$ cat config.mk
export PLATFORM = sky130hd
export DESIGN_NAME = dram_refresh_ctrl
export DESIGN_NICKNAME = d
export VERILOG_FILES = /design/src/rtl/dram_refresh_pkg.sv /design/src/rtl/refresh_datapath.sv /design/src/rtl/refresh_ctrl.sv /design/src/rtl/dram_refresh_ctrl.sv
export SDC_FILE = /design/constraint.sdc
export NUM_CORES = 1
export LEC_CHECK = 0
export BUFFER_PORTS_ARGS = -buffer_cell sky130_fd_sc_hd__buf_2
export CAP_MARGIN = 20
export CORE_ASPECT_RATIO = 1.25
export CORE_MARGIN = 3
export CORE_UTILIZATION = 65
export DETAILED_ROUTE_END_ITERATION = 12
export PLACE_DENSITY = 0.87
export SYNTH_ARGS = -nofsm -noshare
export SYNTH_HDL_FRONTEND = slang
export SYNTH_HIERARCHICAL = 1
export SYNTH_SLANG_ARGS = --single-unit
$ cat constraint.sdc
create_clock -name clk -period 6 [get_ports clk]
set_input_delay 0 -clock clk [delete_from_list [all_inputs] [get_ports clk]]
set_output_delay 0 -clock clk [all_outputs]
set_load 0.01 [all_outputs]
$ cat src/rtl/dram_refresh_pkg.sv
package dram_refresh_pkg;

  typedef enum logic [2:0] {
    PH_IDLE,
    PH_CSU,
    PH_HOLD,
    PH_RLOW,
    PH_PRE
  } phase_t;

  typedef struct packed {
    logic   loadTimer;
    phase_t loadPhase;
    logic   finish;
  } ctrl_strobe_t;

  typedef struct packed {
    logic pauseDone;
    logic workPending;
    logic timerLast;
  } dp_status_t;

endpackage

$ cat src/rtl/refresh_datapath.sv
module refresh_datapath
  import dram_refresh_pkg::*;
#(
  parameter int PWRUP_CYCLES = 20000,
  parameter int INIT_CYCLES  = 8,
  parameter int REF_INTERVAL = 1500,
  parameter int CSR_CYCLES   = 1,
  parameter int CHR_CYCLES   = 2,
  parameter int RAS_CYCLES   = 7,
  parameter int RP_CYCLES    = 5,
  parameter int DEBT_MAX     = 4
) (
  input  logic         clk,
  input  logic         rstN,
  input  logic         reinit,
  input  ctrl_strobe_t strobe,
  output dp_status_t   status,
  output logic         initDone
);

  localparam int PAUSE_W = $clog2(PWRUP_CYCLES + 1);
  localparam int IVL_W   = $clog2(REF_INTERVAL + 1);
  localparam int INIT_W  = $clog2(INIT_CYCLES + 1);
  localparam int DEBT_W  = $clog2(DEBT_MAX + 1);
  localparam int RLOW_CYCLES = RAS_CYCLES - CHR_CYCLES;
  localparam int MAX_AB  = (CSR_CYCLES > CHR_CYCLES) ? CSR_CYCLES : CHR_CYCLES;
  localparam int MAX_CD  = (RLOW_CYCLES > RP_CYCLES) ? RLOW_CYCLES : RP_CYCLES;
  localparam int MAX_PH  = (MAX_AB > MAX_CD) ? MAX_AB : MAX_CD;
  localparam int TMR_W   = $clog2(MAX_PH + 1);

  logic [PAUSE_W-1:0] pauseCnt;
  logic [IVL_W-1:0]   ivlCnt;
  logic [INIT_W-1:0]  initLeft;
  logic [DEBT_W-1:0]  debt;
  logic [TMR_W-1:0]   timer;
  logic [TMR_W-1:0]   phaseLen;
  logic               pauseDone;
  logic               ivlTick;
  logic               debtInc;
  logic               debtDec;

  assign pauseDone = (pauseCnt == '0);
  assign initDone  = pauseDone && (initLeft == '0);
  assign ivlTick   = initDone && (ivlCnt == IVL_W'(REF_INTERVAL - 1));
  assign debtInc   = ivlTick && (debt != DEBT_W'(DEBT_MAX));
  assign debtDec   = strobe.finish && (initLeft == '0) && (debt != '0);

  always_ff @(posedge clk) begin
    if (!rstN) pauseCnt <= PAUSE_W'(PWRUP_CYCLES);
    else if (!pauseDone) pauseCnt <= pauseCnt - 1'b1;
  end

  always_ff @(posedge clk) begin
    if (!rstN || reinit) initLeft <= INIT_W'(INIT_CYCLES);
    else if (strobe.finish && initLeft != '0) initLeft <= initLeft - 1'b1;
  end

  always_ff @(posedge clk) begin
    if (!rstN || !initDone) ivlCnt <= '0;
    else if (ivlTick) ivlCnt <= '0;
    else ivlCnt <= ivlCnt + 1'b1;
  end

  always_ff @(posedge clk) begin
    if (!rstN) debt <= '0;
    else if (debtInc && !debtDec) debt <= debt + 1'b1;
    else if (debtDec && !debtInc) debt <= debt - 1'b1;
  end

  always_comb begin
    case (strobe.loadPhase)
      PH_CSU:  phaseLen = TMR_W'(CSR_CYCLES);
      PH_HOLD: phaseLen = TMR_W'(CHR_CYCLES);
      PH_RLOW: phaseLen = TMR_W'(RLOW_CYCLES);
      PH_PRE:  phaseLen = TMR_W'(RP_CYCLES);
      default: phaseLen = TMR_W'(1);
    endcase
  end

  always_ff @(posedge clk) begin
    if (!rstN) timer <= '0;
    else if (strobe.loadTimer) timer <= phaseLen;
    else if (timer != '0) timer <= timer - 1'b1;
  end

  assign status.pauseDone   = pauseDone;
  assign status.workPending = pauseDone && (initLeft != '0 || debt != '0);
  assign status.timerLast   = (timer == TMR_W'(1));

endmodule

$ cat src/rtl/refresh_ctrl.sv
module refresh_ctrl
  import dram_refresh_pkg::*;
(
  input  logic         clk,
  input  logic         rstN,
  input  logic         refGnt,
  input  dp_status_t   status,
  output ctrl_strobe_t strobe,
  output logic         refReq,
  output logic         rasN,
  output logic         casN
);

  phase_t phase;
  phase_t nextPhase;
  logic   loadTimer;
  logic   finish;

  always_comb begin
    nextPhase = phase;
    loadTimer = 1'b0;
    finish    = 1'b0;
    case (phase)
      PH_IDLE: if (status.workPending && refGnt) begin
        nextPhase = PH_CSU;
        loadTimer = 1'b1;
      end
      PH_CSU: if (status.timerLast) begin
        nextPhase = PH_HOLD;
        loadTimer = 1'b1;
      end
      PH_HOLD: if (status.timerLast) begin
        nextPhase = PH_RLOW;
        loadTimer = 1'b1;
      end
      PH_RLOW: if (status.timerLast) begin
        nextPhase = PH_PRE;
        loadTimer = 1'b1;
      end
      PH_PRE: if (status.timerLast) begin
        nextPhase = PH_IDLE;
        finish    = 1'b1;
      end
      default: nextPhase = PH_IDLE;
    endcase
  end

  assign strobe.loadTimer = loadTimer;
  assign strobe.loadPhase = nextPhase;
  assign strobe.finish    = finish;
  assign refReq = (phase == PH_IDLE) ? status.workPending : 1'b1;

  always_ff @(posedge clk) begin
    if (!rstN) begin
      phase <= PH_IDLE;
      rasN  <= 1'b1;
      casN  <= 1'b1;
    end else begin
      phase <= nextPhase;
      rasN  <= !(nextPhase == PH_HOLD || nextPhase == PH_RLOW);
      casN  <= !(nextPhase == PH_CSU || nextPhase == PH_HOLD);
    end
  end

endmodule

$ cat src/rtl/dram_refresh_ctrl.sv
module dram_refresh_ctrl
  import dram_refresh_pkg::*;
#(
  parameter int PWRUP_CYCLES = 20000,
  parameter int INIT_CYCLES  = 8,
  parameter int REF_INTERVAL = 1500,
  parameter int CSR_CYCLES   = 1,
  parameter int CHR_CYCLES   = 2,
  parameter int RAS_CYCLES   = 7,
  parameter int RP_CYCLES    = 5,
  parameter int DEBT_MAX     = 4
) (
  input  logic clk,
  input  logic rstN,
  input  logic reinit,
  input  logic refGnt,
  output logic refReq,
  output logic rasN,
  output logic casN,
  output logic initDone
);

  ctrl_strobe_t strobe;
  dp_status_t   status;

  refresh_ctrl uCtrl (
    .clk    (clk),
    .rstN   (rstN),
    .refGnt (refGnt),
    .status (status),
    .strobe (strobe),
    .refReq (refReq),
    .rasN   (rasN),
    .casN   (casN)
  );

  refresh_datapath #(
    .PWRUP_CYCLES (PWRUP_CYCLES),
    .INIT_CYCLES  (INIT_CYCLES),
    .REF_INTERVAL (REF_INTERVAL),
    .CSR_CYCLES   (CSR_CYCLES),
    .CHR_CYCLES   (CHR_CYCLES),
    .RAS_CYCLES   (RAS_CYCLES),
    .RP_CYCLES    (RP_CYCLES),
    .DEBT_MAX     (DEBT_MAX)
  ) uDp (
    .clk      (clk),
    .rstN     (rstN),
    .reinit   (reinit),
    .strobe   (strobe),
    .status   (status),
    .initDone (initDone)
  );

endmodule

After elaboration in Yosys (flattened, before gate mapping)
Index checks and enable logic that the tools add are counted.

cells by class
  divide/modulo/power cells = 0
  multiplexer cells = 16
  reduce and logical (&&, ||, !) cells = 32
  bitwise operators = 0
  add/sub/neg operators = 6
  multiply operators = 0
  order comparisons = 0
  shift-type cells = 0
  equal/unequal tests = 11

operator list
  operator               count
  $mux 3                 9
  $logic_not 15->1       1
  $pmux 3 s5             1
  $sub 15x1->15 const B  1
  $eq 3x2->1 const B     4
  $add 11x1->11 const B  1
  $eq 11x11->1 const B   1
  $logic_and 1x1->1      10
  $eq 3x1->1 const B     3
  $eq 3x3->1 const B     2
  $logic_not 1->1        6
  $pmux 3 s2             1
  $reduce_bool 3->1      2
  $sub 3x1->3 const B    2
  $logic_or 1x1->1       5
  $logic_not 4->1        1
  $mux 1                 4
  $reduce_bool 2->1      2
  $reduce_bool 4->1      1
  $reduce_or 2->1        2
  $sub 4x1->4 const B    1
  $add 3x1->3 const B    1
  $logic_not 3->1        1
  $ne 3x3->1 const B     1
  other kinds (2)        2

word-level totals
  flip-flop bits (word level) = 41
  memories = 0
  output and inout bits = 4
  memory bits (read-only) = 0
  input bits = 4
  memory bits (writable) = 0
  logic and storage cells = 73
  latch bits = 0

Longest topological paths before layout
Gate-level depths: netlist of run 1.

  word-level depth = 10
  mapped depth = 13
  mapped depth without buffers = 12

Modules after synthesis
Netlist of run 1, hierarchy kept.

by module, submodules not included
  module            area an instance (um^2)  instances  sequential area each (um^2)  cells each
  refresh_datapath  1,884.3                  1          720.7                        204
  refresh_ctrl      305.3                    1          100.1                        34

Least setup slack after synthesis of run 1
Ideal clock, no wire load.

  kind = register to register
  start = register uDp.initLeft[0]
  end = register uDp.debt[2]
  clock period less this slack = 2,743 ps
  arrival = 2,667 ps
  path buffers = 1
  cell stages (with the launch flop) = 12
  setup time = 76 ps
  required time = 5,924 ps
  path slack = 3,257 ps
  cell sequence = dfxtp_1 inv_1 ha_1 or3b_2 clkbuf_1 a2111oi_0 ha_1 inv_1 fa_1 xor2_1 or3_1 a21boi_0

between the ends
  cells in the longest elaborated chain, start to end = 7
  elaborated cells between the ends (all ways) = 12
  those cells by class = 1 x mux; 11 x reduce/logical

ends and longest elaborated chain
  element                      RTL line                                        source
  start: declaration           refresh_datapath.sv:33                          logic [INIT_W-1:0] initLeft;
  start signal: assignment     refresh_datapath.sv:54                          if (!rstN || reinit) initLeft <= INIT_W'(INIT_CYCLES);
  start signal: assignment     refresh_datapath.sv:55                          else if (strobe.finish && initLeft != '0) initLeft <= initLeft - 1'b1;
  $logic_not 4->1 (*)          refresh_datapath.sv:43, refresh_datapath.sv:46
  $logic_and 1x1->1            refresh_datapath.sv:43                          assign initDone = pauseDone && (initLeft == '0);
  $logic_and 1x1->1            refresh_datapath.sv:44                          assign ivlTick = initDone && (ivlCnt == IVL_W'(REF_INTERVAL - 1));
  $logic_and 1x1->1            refresh_datapath.sv:45                          assign debtInc = ivlTick && (debt != DEBT_W'(DEBT_MAX));
  $logic_not 1->1              refresh_datapath.sv:67                          else if (debtDec && !debtInc) debt <= debt - 1'b1;
  $logic_and 1x1->1            refresh_datapath.sv:67
  $reduce_bool 2->1 (no line)  --
  end signal: assignment       refresh_datapath.sv:66                          else if (debtInc && !debtDec) debt <= debt + 1'b1;
  end signal: assignment       refresh_datapath.sv:67
  end: declaration             refresh_datapath.sv:34                          logic [DEBT_W-1:0] debt;

Every way passes the cells marked *; elsewhere a longest branch is shown, timed or not.
A chain may end at the register's enable or synchronous reset.

Worst setup path in the final report of run 1
  start = register uDp.pauseCnt[6]
  end = register uDp.debt[2]

between the ends
  cells in the longest elaborated chain, start to end = 7
  elaborated cells between the ends (all ways) = 9
  those cells by class = 1 x mux; 8 x reduce/logical

ends and longest elaborated chain
  element                      RTL line                source
  start: declaration           refresh_datapath.sv:31  logic [PAUSE_W-1:0] pauseCnt;
  start signal: assignment     refresh_datapath.sv:49  if (!rstN) pauseCnt <= PAUSE_W'(PWRUP_CYCLES);
  start signal: assignment     refresh_datapath.sv:50  else if (!pauseDone) pauseCnt <= pauseCnt - 1'b1;
  $logic_not 15->1 (*)         refresh_datapath.sv:42  assign pauseDone = (pauseCnt == '0);
  $logic_and 1x1->1 (*)        refresh_datapath.sv:43
  $logic_and 1x1->1 (*)        refresh_datapath.sv:44
  $logic_and 1x1->1 (*)        refresh_datapath.sv:45
  $logic_not 1->1              refresh_datapath.sv:67
  $logic_and 1x1->1            refresh_datapath.sv:67
  $reduce_bool 2->1 (no line)  --

Marked as above.

==> results of run 1 <==
==> cell usage in the layout (no fill, tap or decap), types with 3 or more instances in the layout <==
| cell type | count |
|---|---|
| and3_1 | 5 |
| xnor2_1 | 7 |
| or4_1 | 4 |
| nand2_1 | 21 |
| nor2b_1 | 5 |
| buf_2 | 7 |
| mux2i_1 | 5 |
| nor2_2 | 8 |
| nand2b_1 | 5 |
| o31ai_1 | 5 |
| o21ai_0 | 4 |
| clkbuf_4 | 5 |
| a21boi_0 | 5 |
| a21oi_1 | 6 |
| dfxtp_1 | 41 |
| nor3_1 | 5 |
| ha_1 | 9 |
| or3_1 | 4 |
| o211ai_1 | 3 |
| nand3_1 | 6 |
| xor2_1 | 6 |
| inv_1 | 10 |
| nor2_1 | 13 |
| and2_1 | 4 |
| nand4_1 | 6 |
==> worst paths after layout <==
kind	startpoint	to	slack [ns]	cells past startpoint
worst min-delay path	rstN	uDp/pauseCnt[14]$_SDFFE_PN1N_	0.05	2
worst min register to register	uDp/ivlCnt[0]$_SDFF_PP0_	uDp/ivlCnt[0]$_SDFF_PP0_	0.49	1
worst max-delay path	uDp/pauseCnt[6]$_SDFFE_PN0N_	uDp/debt[2]$_SDFFE_PN0P_	3.05	9
worst max register to register	uDp/pauseCnt[6]$_SDFFE_PN0N_	uDp/debt[2]$_SDFFE_PN0P_	3.05	9
==> stage by stage <==
stage               cell area [sq um]  util, %  hold slack [ns]  total power, uW
global placement                 2200     71.5            0.338              401
CTS                              2280     73.9           0.0249              543
floorplan                        2180        -           0.0878              385
detailed placement               2200     71.5            0.358              405
global route                     2280     73.9           0.0586              566
finish                           2280     73.9           0.0459              535
==> cell type report <==
cell class,count,area (sq um),area share [%]
well taps,36,45.0,1.98
clock buffers,5,37.5,1.65
repair buffers,9,55.1,2.41
inverters,11,41.3,1.81
clock inverters,3,17.5,0.768
multi-input cells,176,1260,55.4
flip-flops and latches,41,821,36.0
==> critical path: stages (launching register included) <==
cell and delay, ns:
dfxtp_1 0.40, nor4_4 0.50, nand4_4 0.21, a2111oi_0 0.47
ha_1 0.26, inv_1 0.06, fa_1 0.37, xor2_1 0.17
or3_1 0.30, a21boi_0 0.16
==> metal layers <==
| layer | vias to the layer above | GRT usage, % | share of wire [%] |
|---|---|---|---|
| met5 | - | 0 | 0 |
| met2 | 18 | 36.3 | 51 |
| met1 | 768 | 23.3 | 45 |
| met4 | 0 | 9.02 | 1.4 |
| met3 | 6 | 5.66 | 2.7 |
| li1 | 868 | - | - |
==> report_power, final <==
| group | internal, uW | switching [uW] |
|---|---|---|
| clock network | 44.2 | 90.0 |
| logic | 44.4 | 50.3 |
| registers | 289 | 16.7 |
| total | 378 | 157 |
==> flip-flops by register name, indices dropped and copies added (netlist names) <==
name,count
uCtrl/phase,3
uCtrl/casN,1
uDp/ivlCnt,11
uDp/debt,3
uDp/initLeft,4
uDp/timer,3
uDp/pauseCnt,15
uCtrl/rasN,1
==> repair_timing <==
action,CTS,global route
endpoints found under the hold margin,6,0
hold buffers,2,0
setup buffers,0,0
==> results.md, run 1 <==
- Crit path DAT: 3.24 ns
- Antenna Violating Nets Remaining: 0
- Initial core utilization: 70.8%
- Leakage: 0.000855 uW
- CP Max Fanout: 7
- CTS sink cnt: 41
- RSZ-0062 raised after global routing: false
- Worst Setup End Kind: flop
- Routed WL: 3750 microns
- DP Worst Slack: 3.02 ns
- Std cell rows: 22
- Worst EP required: 6.29 ns
- Pwr Density: 235 nW/um^2
- Via/cell ratio: 5.91
- Area growth syn-to-layout: 4.47%
- # setup viols final: 0
- Run status: completed
- Core area: 3080 sq um
- Inserted Diodes: 0
- Die ar.: 4090 sq um
- Clock skew: 0.00714 ns
- Setup TNS: 0 ns
- Worst-Margin Slew: 0.618 ns
- Clk_lat worst skew: 0.35 ns
- CTS tree: built
- DR DRC count: 0
- Aggregate global routing overflow: 0
- Die height: 70.8 microns
- Syn Inst Count: 237
- Root Buffer: clkbuf_4
- Routability cong.: 0.818
- Initial antenna violation count: 0
- Synth Cell Area: 2180 sq um
- Synthesized net count: 251
- Critical path type: reg2reg
- Clock-pin slew on the worst setup and hold paths: 0.12 ns
- Hold Path Class: in2reg
- Peak VDD IR: 312 uV
- Fin crit share: 49.2%
- WL/cell: 13.4 microns
- Final WS setup: 3.05 ns
- DRT iter0 DRCs: 49
- Total track usage: 20.8%
- Largest net degree at the start of global routing: 31
- HPWL after detailed placement: 2720 microns
- Syn_area_per_cell: 9.21 sq um
- Port bufs: 7
- Fin cells: 281
- Relative slew margins: 58.7%
- Yosys warnings: 6
- Max_cap viols: 0
- First-pass GRT wire length: 6820 microns
- I/O Pins: 8
- Fillers: 217
- Max frequency: 339 MHz
- Max Transition Viols Final: 0
- Max Buffers Root-to-Sink: 2
- Worst Setup Start Kind: flop
- Share of layout cells above drive strength 1: 14.3%
- TritonCTS Buffers: 5
- Die width: 57.8 microns
- Placed insts: 271
- DR vias: 1,660
- DR pass1 iterations: 4
- Vias in the first global route: 1,659
- # resized after CTS: 0
- Final Hold Viols: 0
- Post-layout nets: 258
- H-tree depth: 2
- Tmin final: 2.95 ns
No activity file was read; power rests on OpenSTA's default activity.
==> inputs of run 2 (changes only) <==
Settings changed: CORE_UTILIZATION 65 to 55, PLACE_DENSITY 0.87 to 0.79.
Clock period 6 ns to 2.45 ns, I/O delays scaled along.
==> results.md, run 2 (synthesis gave the netlist of run 1 again) <==
- DR DRC count: 0 (unchanged)
- H-tree depth: 2 (unchanged)
- CTS sink cnt: 41 (unchanged)
- Most common cell after layout, fill and taps aside: dfxtp_1
- Setup TNS: -0.0669 ns (-0.0669 ns)
- Relative slew margins: 67.3% (+8.6 points)
- Root Buffer: clkbuf_8
- Antenna Violating Nets Remaining: 0 (unchanged)
- Die height: 76.4 microns (+8.0%)
- Core area: 3630 sq um (+18%)
- Critical-path top delay cell: a2111oi_4
- DR pass1 iterations: 4 (unchanged)
- Failing checks: negative setup slack
- Final Hold Viols: 0 (unchanged)
- Routability cong.: 0.767 (-6.2%)
- # setup viols final: 1 (+1)
- Total track usage: 18.3% (-2.5 points)
- WL/cell: 13.4 microns (+0.54%)
- Max frequency: 397 MHz (+17%)
- Crit path cell chain: nor4b_2 > nand4_1 > a2111oi_4 > ha_2 > inv_2 > fa_2 > xor2_1 > or3_1 > a21boi_1
- Largest Register: uDp/pauseCnt
- Reg-to-reg slack, setup: -0.07 ns (-3.12 ns)
- Max Transition Viols Final: 0 (unchanged)
- Initial antenna violation count: 0 (unchanged)
- RR Startpoint: uDp/ivlCnt[5]$_SDFF_PP0_
- Via/cell ratio: 5.61 (-5.0%)
- Hold Crit Depth: 3 (+1)
- Max_cap viols: 0 (unchanged)
- Area growth syn-to-layout: 17.5%
- Hold Startpoint: reinit
- CP Max Fanout: 2 (-5)
- Vias in the first global route: 1,701 (+2.5%)
- TritonCTS Buffers: 5 (unchanged)
- Hold Path Class: in2reg
- Port bufs: 7 (unchanged)
- Worst EP required: 2.67 ns (-3.62 ns)
- Dpl cell area: 2420 sq um (+9.9%)
- Final Cell Area: 2560 sq um (+12%)
- Critical path type: reg2reg
- First-pass GRT wire length: 7180 microns (+5.2%)
- Most frequent cells in the layout: dfxtp_1 (37), buf_4 (25), nand2_1 (21)
- RSZ-0062 raised after global routing: true
- Tmin final: 2.52 ns (-0.433 ns)
- Aggregate global routing overflow: 0 (unchanged)
- Clk_lat worst skew: 0.29 ns (-0.06 ns)
- Routed WL: 4300 microns (+14%)
- Die ar.: 4760 sq um (+16%)
- Clock-pin slew on the worst setup and hold paths: 0.08 ns (-0.04 ns)
- Share of layout cells above drive strength 1: 28.4% (+14 points)
- I/O Pins: 8 (unchanged)
- Leakage: 0.000993 uW (+16%)
- Reg-to-Reg End: uDp/debt[2]$_SDFFE_PN0P_
- Fin crit share: 103% (+54 points)
- Initial core utilization: 60.1% (-11 points)
- Hold_ws: 0.0445 ns (-0.00142 ns)
- Max Buffers Root-to-Sink: 2 (unchanged)
- CTS tree: built
- DR vias: 1,796 (+8.2%)
- WHS Endpoint: uDp/initLeft[0]$_SDFFE_PP0P_
- Largest stage delay, worst path: 0.37 ns (-0.13 ns)
- Pwr Density: 560 nW/um^2 (+140%)
- Peak VDD IR: 406 uV (+30%)
- Inserted Diodes: 0 (unchanged)
- Worst Setup End Kind: flop
- Largest net degree at the start of global routing: 31 (unchanged)
- Clock skew: 0.00507 ns (-0.00207 ns)
- HPWL after detailed placement: 2980 microns (+9.5%)
- Crit path DAT: 2.74 ns (-0.50 ns)
- Worst-Margin Slew: 0.491 ns (-0.128 ns)
- Run status: finished with violations
- DP Worst Slack: -0.0489 ns (-3.07 ns)
- Largest registers: uDp/pauseCnt (15), uDp/ivlCnt (11), uDp/initLeft (4)
- Worst Setup Start Kind: flop
- Die width: 62.3 microns (+7.8%)
- Post-layout nets: 281 (+8.9%)
- DRT iter0 DRCs: 43 (-12%)
- Max reg flops: 15 (unchanged)
- Reg2reg path depth: 9 (unchanged)
- Std cell rows: 24 (+9.1%)
- Final WS setup: -0.0669 ns (-3.12 ns)
## run 2: cell count changes in the layout (fill, tap and decap cells not counted), sizes merged
| cell | change |
|---|---|
| dlygate4sd3 | -2 |
| buf | +25 |
## run 2: worst max-delay path: cells and delay by family (launching register included)
family	cells	cell delay, ns
XOR/XNOR	1	0.15
AO/OA/AOI/OAI	2	0.49
flip-flops	1	0.33
AND/OR/NAND/NOR	3	0.83
buffers and inverters	1	0.04
adder cells (fa/ha/maj)	2	0.59
## run 2: worst max-delay path by stage
stage                                             from                       end  slack [ns]  depth (start not counted)
after detailed placement  uDp/initLeft[0]$_SDFFE_PP0P_  uDp/debt[2]$_SDFFE_PN0P_       -0.05                         10
final                         uDp/ivlCnt[5]$_SDFF_PP0_  uDp/debt[2]$_SDFFE_PN0P_       -0.07                          9
after global routing          uDp/ivlCnt[5]$_SDFF_PP0_  uDp/debt[2]$_SDFFE_PN0P_       -0.18                          9
after CTS                     uDp/ivlCnt[5]$_SDFF_PP0_  uDp/debt[2]$_SDFFE_PN0P_       -0.02                          9
after global placement    uDp/initLeft[1]$_SDFFE_PP0P_  uDp/debt[2]$_SDFFE_PN0P_        0.04                         10
after floorplan           uDp/initLeft[1]$_SDFFE_PP0P_  uDp/debt[2]$_SDFFE_PN0P_       -0.05                         11
## run 2: metal layers
| layer | track usage [%] | wire length (microns) |
|---|---|---|
| met5 | 0 | 0 |
| met1 | 21.1 | 1910 |
| met2 | 33.5 | 2260 |
| met4 | 5.96 | 35 |
| met3 | 3.54 | 92 |
## run 2: through the flow
stage / utilization [%] / power [uW] / cells
floorplan: - / 946 / 237
global placement: 66.7 / 1010 / 308
detailed placement: 66.7 / 1020 / 308
CTS: 69.6 / 1450 / 318
global route: 70.6 / 1510 / 320
finish: 70.6 / 1440 / 320
## run 2: final cells by class
cell class              count  area [sq um]
clock buffers               5          68.8
clock inverters             3          17.5
fillers                   276          1070
inverters                  11          41.3
multi-input cells         176          1320
flip-flops and latches     41           826
well taps                  52          65.1
repair buffers             32           223
## run 2: power breakdown
| group | total (uW) | switching (uW) | internal, uW |
|---|---|---|---|
| logic | 259 | 130 | 129 |
| registers | 747 | 39.5 | 708 |
| clock network | 430 | 233 | 197 |
## run 2: what timing repair did
action,in CTS,in global routing
setup endpoints to repair,2,4
gates resized for setup,1,7
hold buffers,0,0
pin swaps,2,3
setup buffers,2,2
==> inputs of run 3 (changes only) <==
Settings changed: SYNTH_HIERARCHICAL 1 to unset.
==> results.md, run 3 <==
- Syn Inst Count: 239 (+0.84%)
- Tmin final: 2.59 ns (+0.0716 ns)
- Vias in the first global route: 1,754 (+3.1%)
- Cell variety after synth: 43
- Max reg flops: 15 (unchanged)
- Sequential element share of the synthesized area: 39.3%
- Dpl cell area: 2400 sq um (-1.0%)
- Most frequent cell after synthesis: dfxtp_1
- Inserted Diodes: 0 (unchanged)
- Yosys top cell by area: dfxtp_1
- Most common cell after layout, fill and taps aside: dfxtp_1
- CTS Hold Bufs: 0 (unchanged)
- CTS tree: built
- RR Startpoint: uDp.ivlCnt[2]$_SDFF_PP0_
- Max Transition Viols Final: 0 (unchanged)
- Synth Cell Area: 2090 sq um (-4.2%)
- Initial antenna violation count: 0 (unchanged)
- Hold Crit Depth: 2 (-1)
- Clock-pin slew on the worst setup and hold paths: 0.08 ns (about the same)
- Largest net degree at the start of global routing: 17 (-45%)
- Core area: 3570 sq um (-1.7%)
- Overall power: 1630 uW (+14%)
- Max_cap viols: 0 (unchanged)
- Critical path type: reg2reg
- Synthesized net count: 252 (+0.40%)
- Largest registers: uDp.pauseCnt (15), uDp.ivlCnt (11), uDp.initLeft (4)
- Worst EP required: 2.67 ns (about the same)
- Port bufs: 7 (unchanged)
- Max Buffers Root-to-Sink: 2 (unchanged)
- Multi-input gate area: 1220 sq um (-7.6%)
- WHS Endpoint: uDp.pauseCnt[10]$_SDFFE_PN1P_
- # resized after CTS: 0 (-1)
- DP Worst Slack: -0.131 ns (-0.0818 ns)
- Via/cell ratio: 5.69 (+1.4%)
- Final Hold Viols: 0 (unchanged)
- Reg2reg path depth: 9 (unchanged)
- Top cell type's share of synthesized area: 39.3%
- Die ar.: 4580 sq um (-3.9%)
- Most frequent cells in the layout: dfxtp_1 (41), nor2_1 (34), buf_4 (31)
- Reg-to-Reg End: uDp.debt[2]$_SDFFE_PN0P_
- Routability cong.: 0.816 (+6.4%)
- Final WS setup: -0.138 ns (-0.0716 ns)
- WL/cell: 13.8 microns (+2.6%)
- Pwr Density: 648 nW/um^2 (+16%)
- EDFF count, synth: 0
- Std cell rows: 24 (unchanged)
- RSZ-0062 raised after global routing: true
- DR vias: 1,810 (+0.78%)
- Fin crit share: 106% (+2.9 points)
- Root Buffer: clkbuf_8
- Largest Register: uDp.pauseCnt
- Seq cells post-synth: 41
- Worst Setup Start Kind: flop
- Top post-synthesis cells by area: dfxtp_1 (39%), nor2_1 (6.1%), xnor2_1 (5.0%), ha_1 (4.8%), mux2i_1 (3.8%)
- TritonCTS Buffers: 5 (unchanged)
- Crit path DAT: 2.81 ns (+0.07 ns)
- Hold Startpoint: rstN
- Worst-Margin Slew: 0.672 ns (+0.181 ns)
- Initial core utilization: 58.5% (-1.6 points)
- Fillers: 265 (-4.0%)
- Final Cell Area: 2520 sq um (-1.7%)
- Primary FF master, synth: dfxtp_1
- Syn_area_per_cell: 8.74 sq um (-5.0%)
- H-tree depth: 2 (unchanged)
- HPWL after detailed placement: 3220 microns (+8.2%)
- Reg-to-reg slack, setup: -0.14 ns (-0.07 ns)
- Relative slew margins: 54.9% (-12 points)
- Aggregate global routing overflow: 0 (unchanged)
- Failing checks: negative setup slack
- Clk_lat worst skew: 0.29 ns (about the same)
- Area growth syn-to-layout: 20.7%
- CTS sink cnt: 41 (unchanged)
- Post-synth ARST share: 0%
- Top cells by count, synth: dfxtp_1 (41), nor2_1 (34), nand2_1 (13)
- Clock skew: 0.00243 ns (-0.00264 ns)
- Worst Setup End Kind: flop
- Routed WL: 4380 microns (+2.0%)
- Total track usage: 21.8% (+3.6 points)
- First-pass GRT wire length: 7510 microns (+4.7%)
- CP Max Fanout: 2 (unchanged)
- Max frequency: 386 MHz (-2.8%)
- # setup viols final: 1 (unchanged)
- Yosys warnings: 0 (-6)
- Leakage: 0.000975 uW (-1.8%)
- Reg area: 821 sq um (-0.61%)
- Die width: 61.1 microns (-1.9%)
- I/O Pins: 8 (unchanged)
- Setup TNS: -0.138 ns (-0.0716 ns)
- Die height: 74.9 microns (-2.0%)
- DR pass1 iterations: 4 (unchanged)
- DRT iter0 DRCs: 117 (+170%)
- Peak VDD IR: 546 uV (+35%)
- Hold_ws: 0.0411 ns (-0.00344 ns)
- Antenna Violating Nets Remaining: 0 (unchanged)
- DR DRC count: 0 (unchanged)
- Run status: finished with violations
- Share of layout cells above drive strength 1: 20.1% (-8.3 points)
- Hold Path Class: in2reg
- Post-layout nets: 291 (+3.6%)
-- run 3: layout make-up --
type	count	area share, %
clock buffers	7	3.42
clock inverters	1	1.19
flip-flops and latches	41	32.6
multi-input cells	180	48.5
well taps	39	1.94
inverters	12	1.79
repair buffers	38	10.6
-- run 3: metal layers --
layer | vias up | wire length [microns] | track usage (%)
met1 | 855 | 1860 | 24.3
li1 | 919 | - | -
met3 | 8 | 121 | 6.35
met5 | - | 0 | 0
met2 | 28 | 2330 | 38.1
met4 | 0 | 73 | 9.16
-- run 3: logic make-up after synthesis --
logic type	count (synthesis)	synth area share [%]
buffers and inverters	18	3.65
AND/OR/NAND/NOR	114	30.2
XOR/XNOR	18	7.54
AO/OA/AOI/OAI	31	9.76
adder cells (fa/ha/maj)	9	5.75
flip-flops	41	39.3
multiplexers	8	3.83
-- run 3: through the flow --
step           util (%)  cells
2_1_floorplan         -    239
3_3_place_gp       67.1    309
3_5_place_dp       67.1    309
4_1_cts            70.6    318
5_1_grt            70.6    318
6_report           70.6    318
-- run 3: how the worst max path moves through the flow --
stage	startpoint	endpoint
6_report	uDp.ivlCnt[2]$_SDFF_PP0_	uDp.debt[2]$_SDFFE_PN0P_
5_1_grt	uDp.ivlCnt[2]$_SDFF_PP0_	uDp.debt[2]$_SDFFE_PN0P_
4_1_cts	uDp.ivlCnt[2]$_SDFF_PP0_	uDp.debt[2]$_SDFFE_PN0P_
3_5_place_dp	uDp.ivlCnt[2]$_SDFF_PP0_	uDp.debt[2]$_SDFFE_PN0P_
3_3_place_gp	uDp.ivlCnt[2]$_SDFF_PP0_	uDp.debt[2]$_SDFFE_PN0P_
2_1_floorplan	uDp.initLeft[0]$_SDFFE_PP0P_	uDp.debt[2]$_SDFFE_PN0P_
-- run 3: where the power goes --
part | internal [uW] | total, uW | leakage [uW] | switching, uW
registers | 708 | 738 | 0.000333 | 29.8
clock network | 332 | 557 | 0.0000585 | 225
logic | 168 | 339 | 0.000583 | 171
-- run 3: what timing repair did --
| item | CTS | global route |
|---|---|---|
| cloned | 0 | 0 |
| buffers inserted | 1 | 0 |
| setup endpoints to repair | 1 | 1 |
| endpoints found under the hold margin | 0 | 0 |
| pin swaps | 1 | 0 |
-- run 3: worst max-delay path, stage by stage, from the launching register on --
cell and delay, ns:
dfxtp_1 0.31, or2_2 0.28, or4_4 0.50, a2111oi_4 0.22, ha_2 0.23, inv_1 0.05, fa_2 0.33, xor2_1 0.17
or3_1 0.32, a21oi_1 0.12
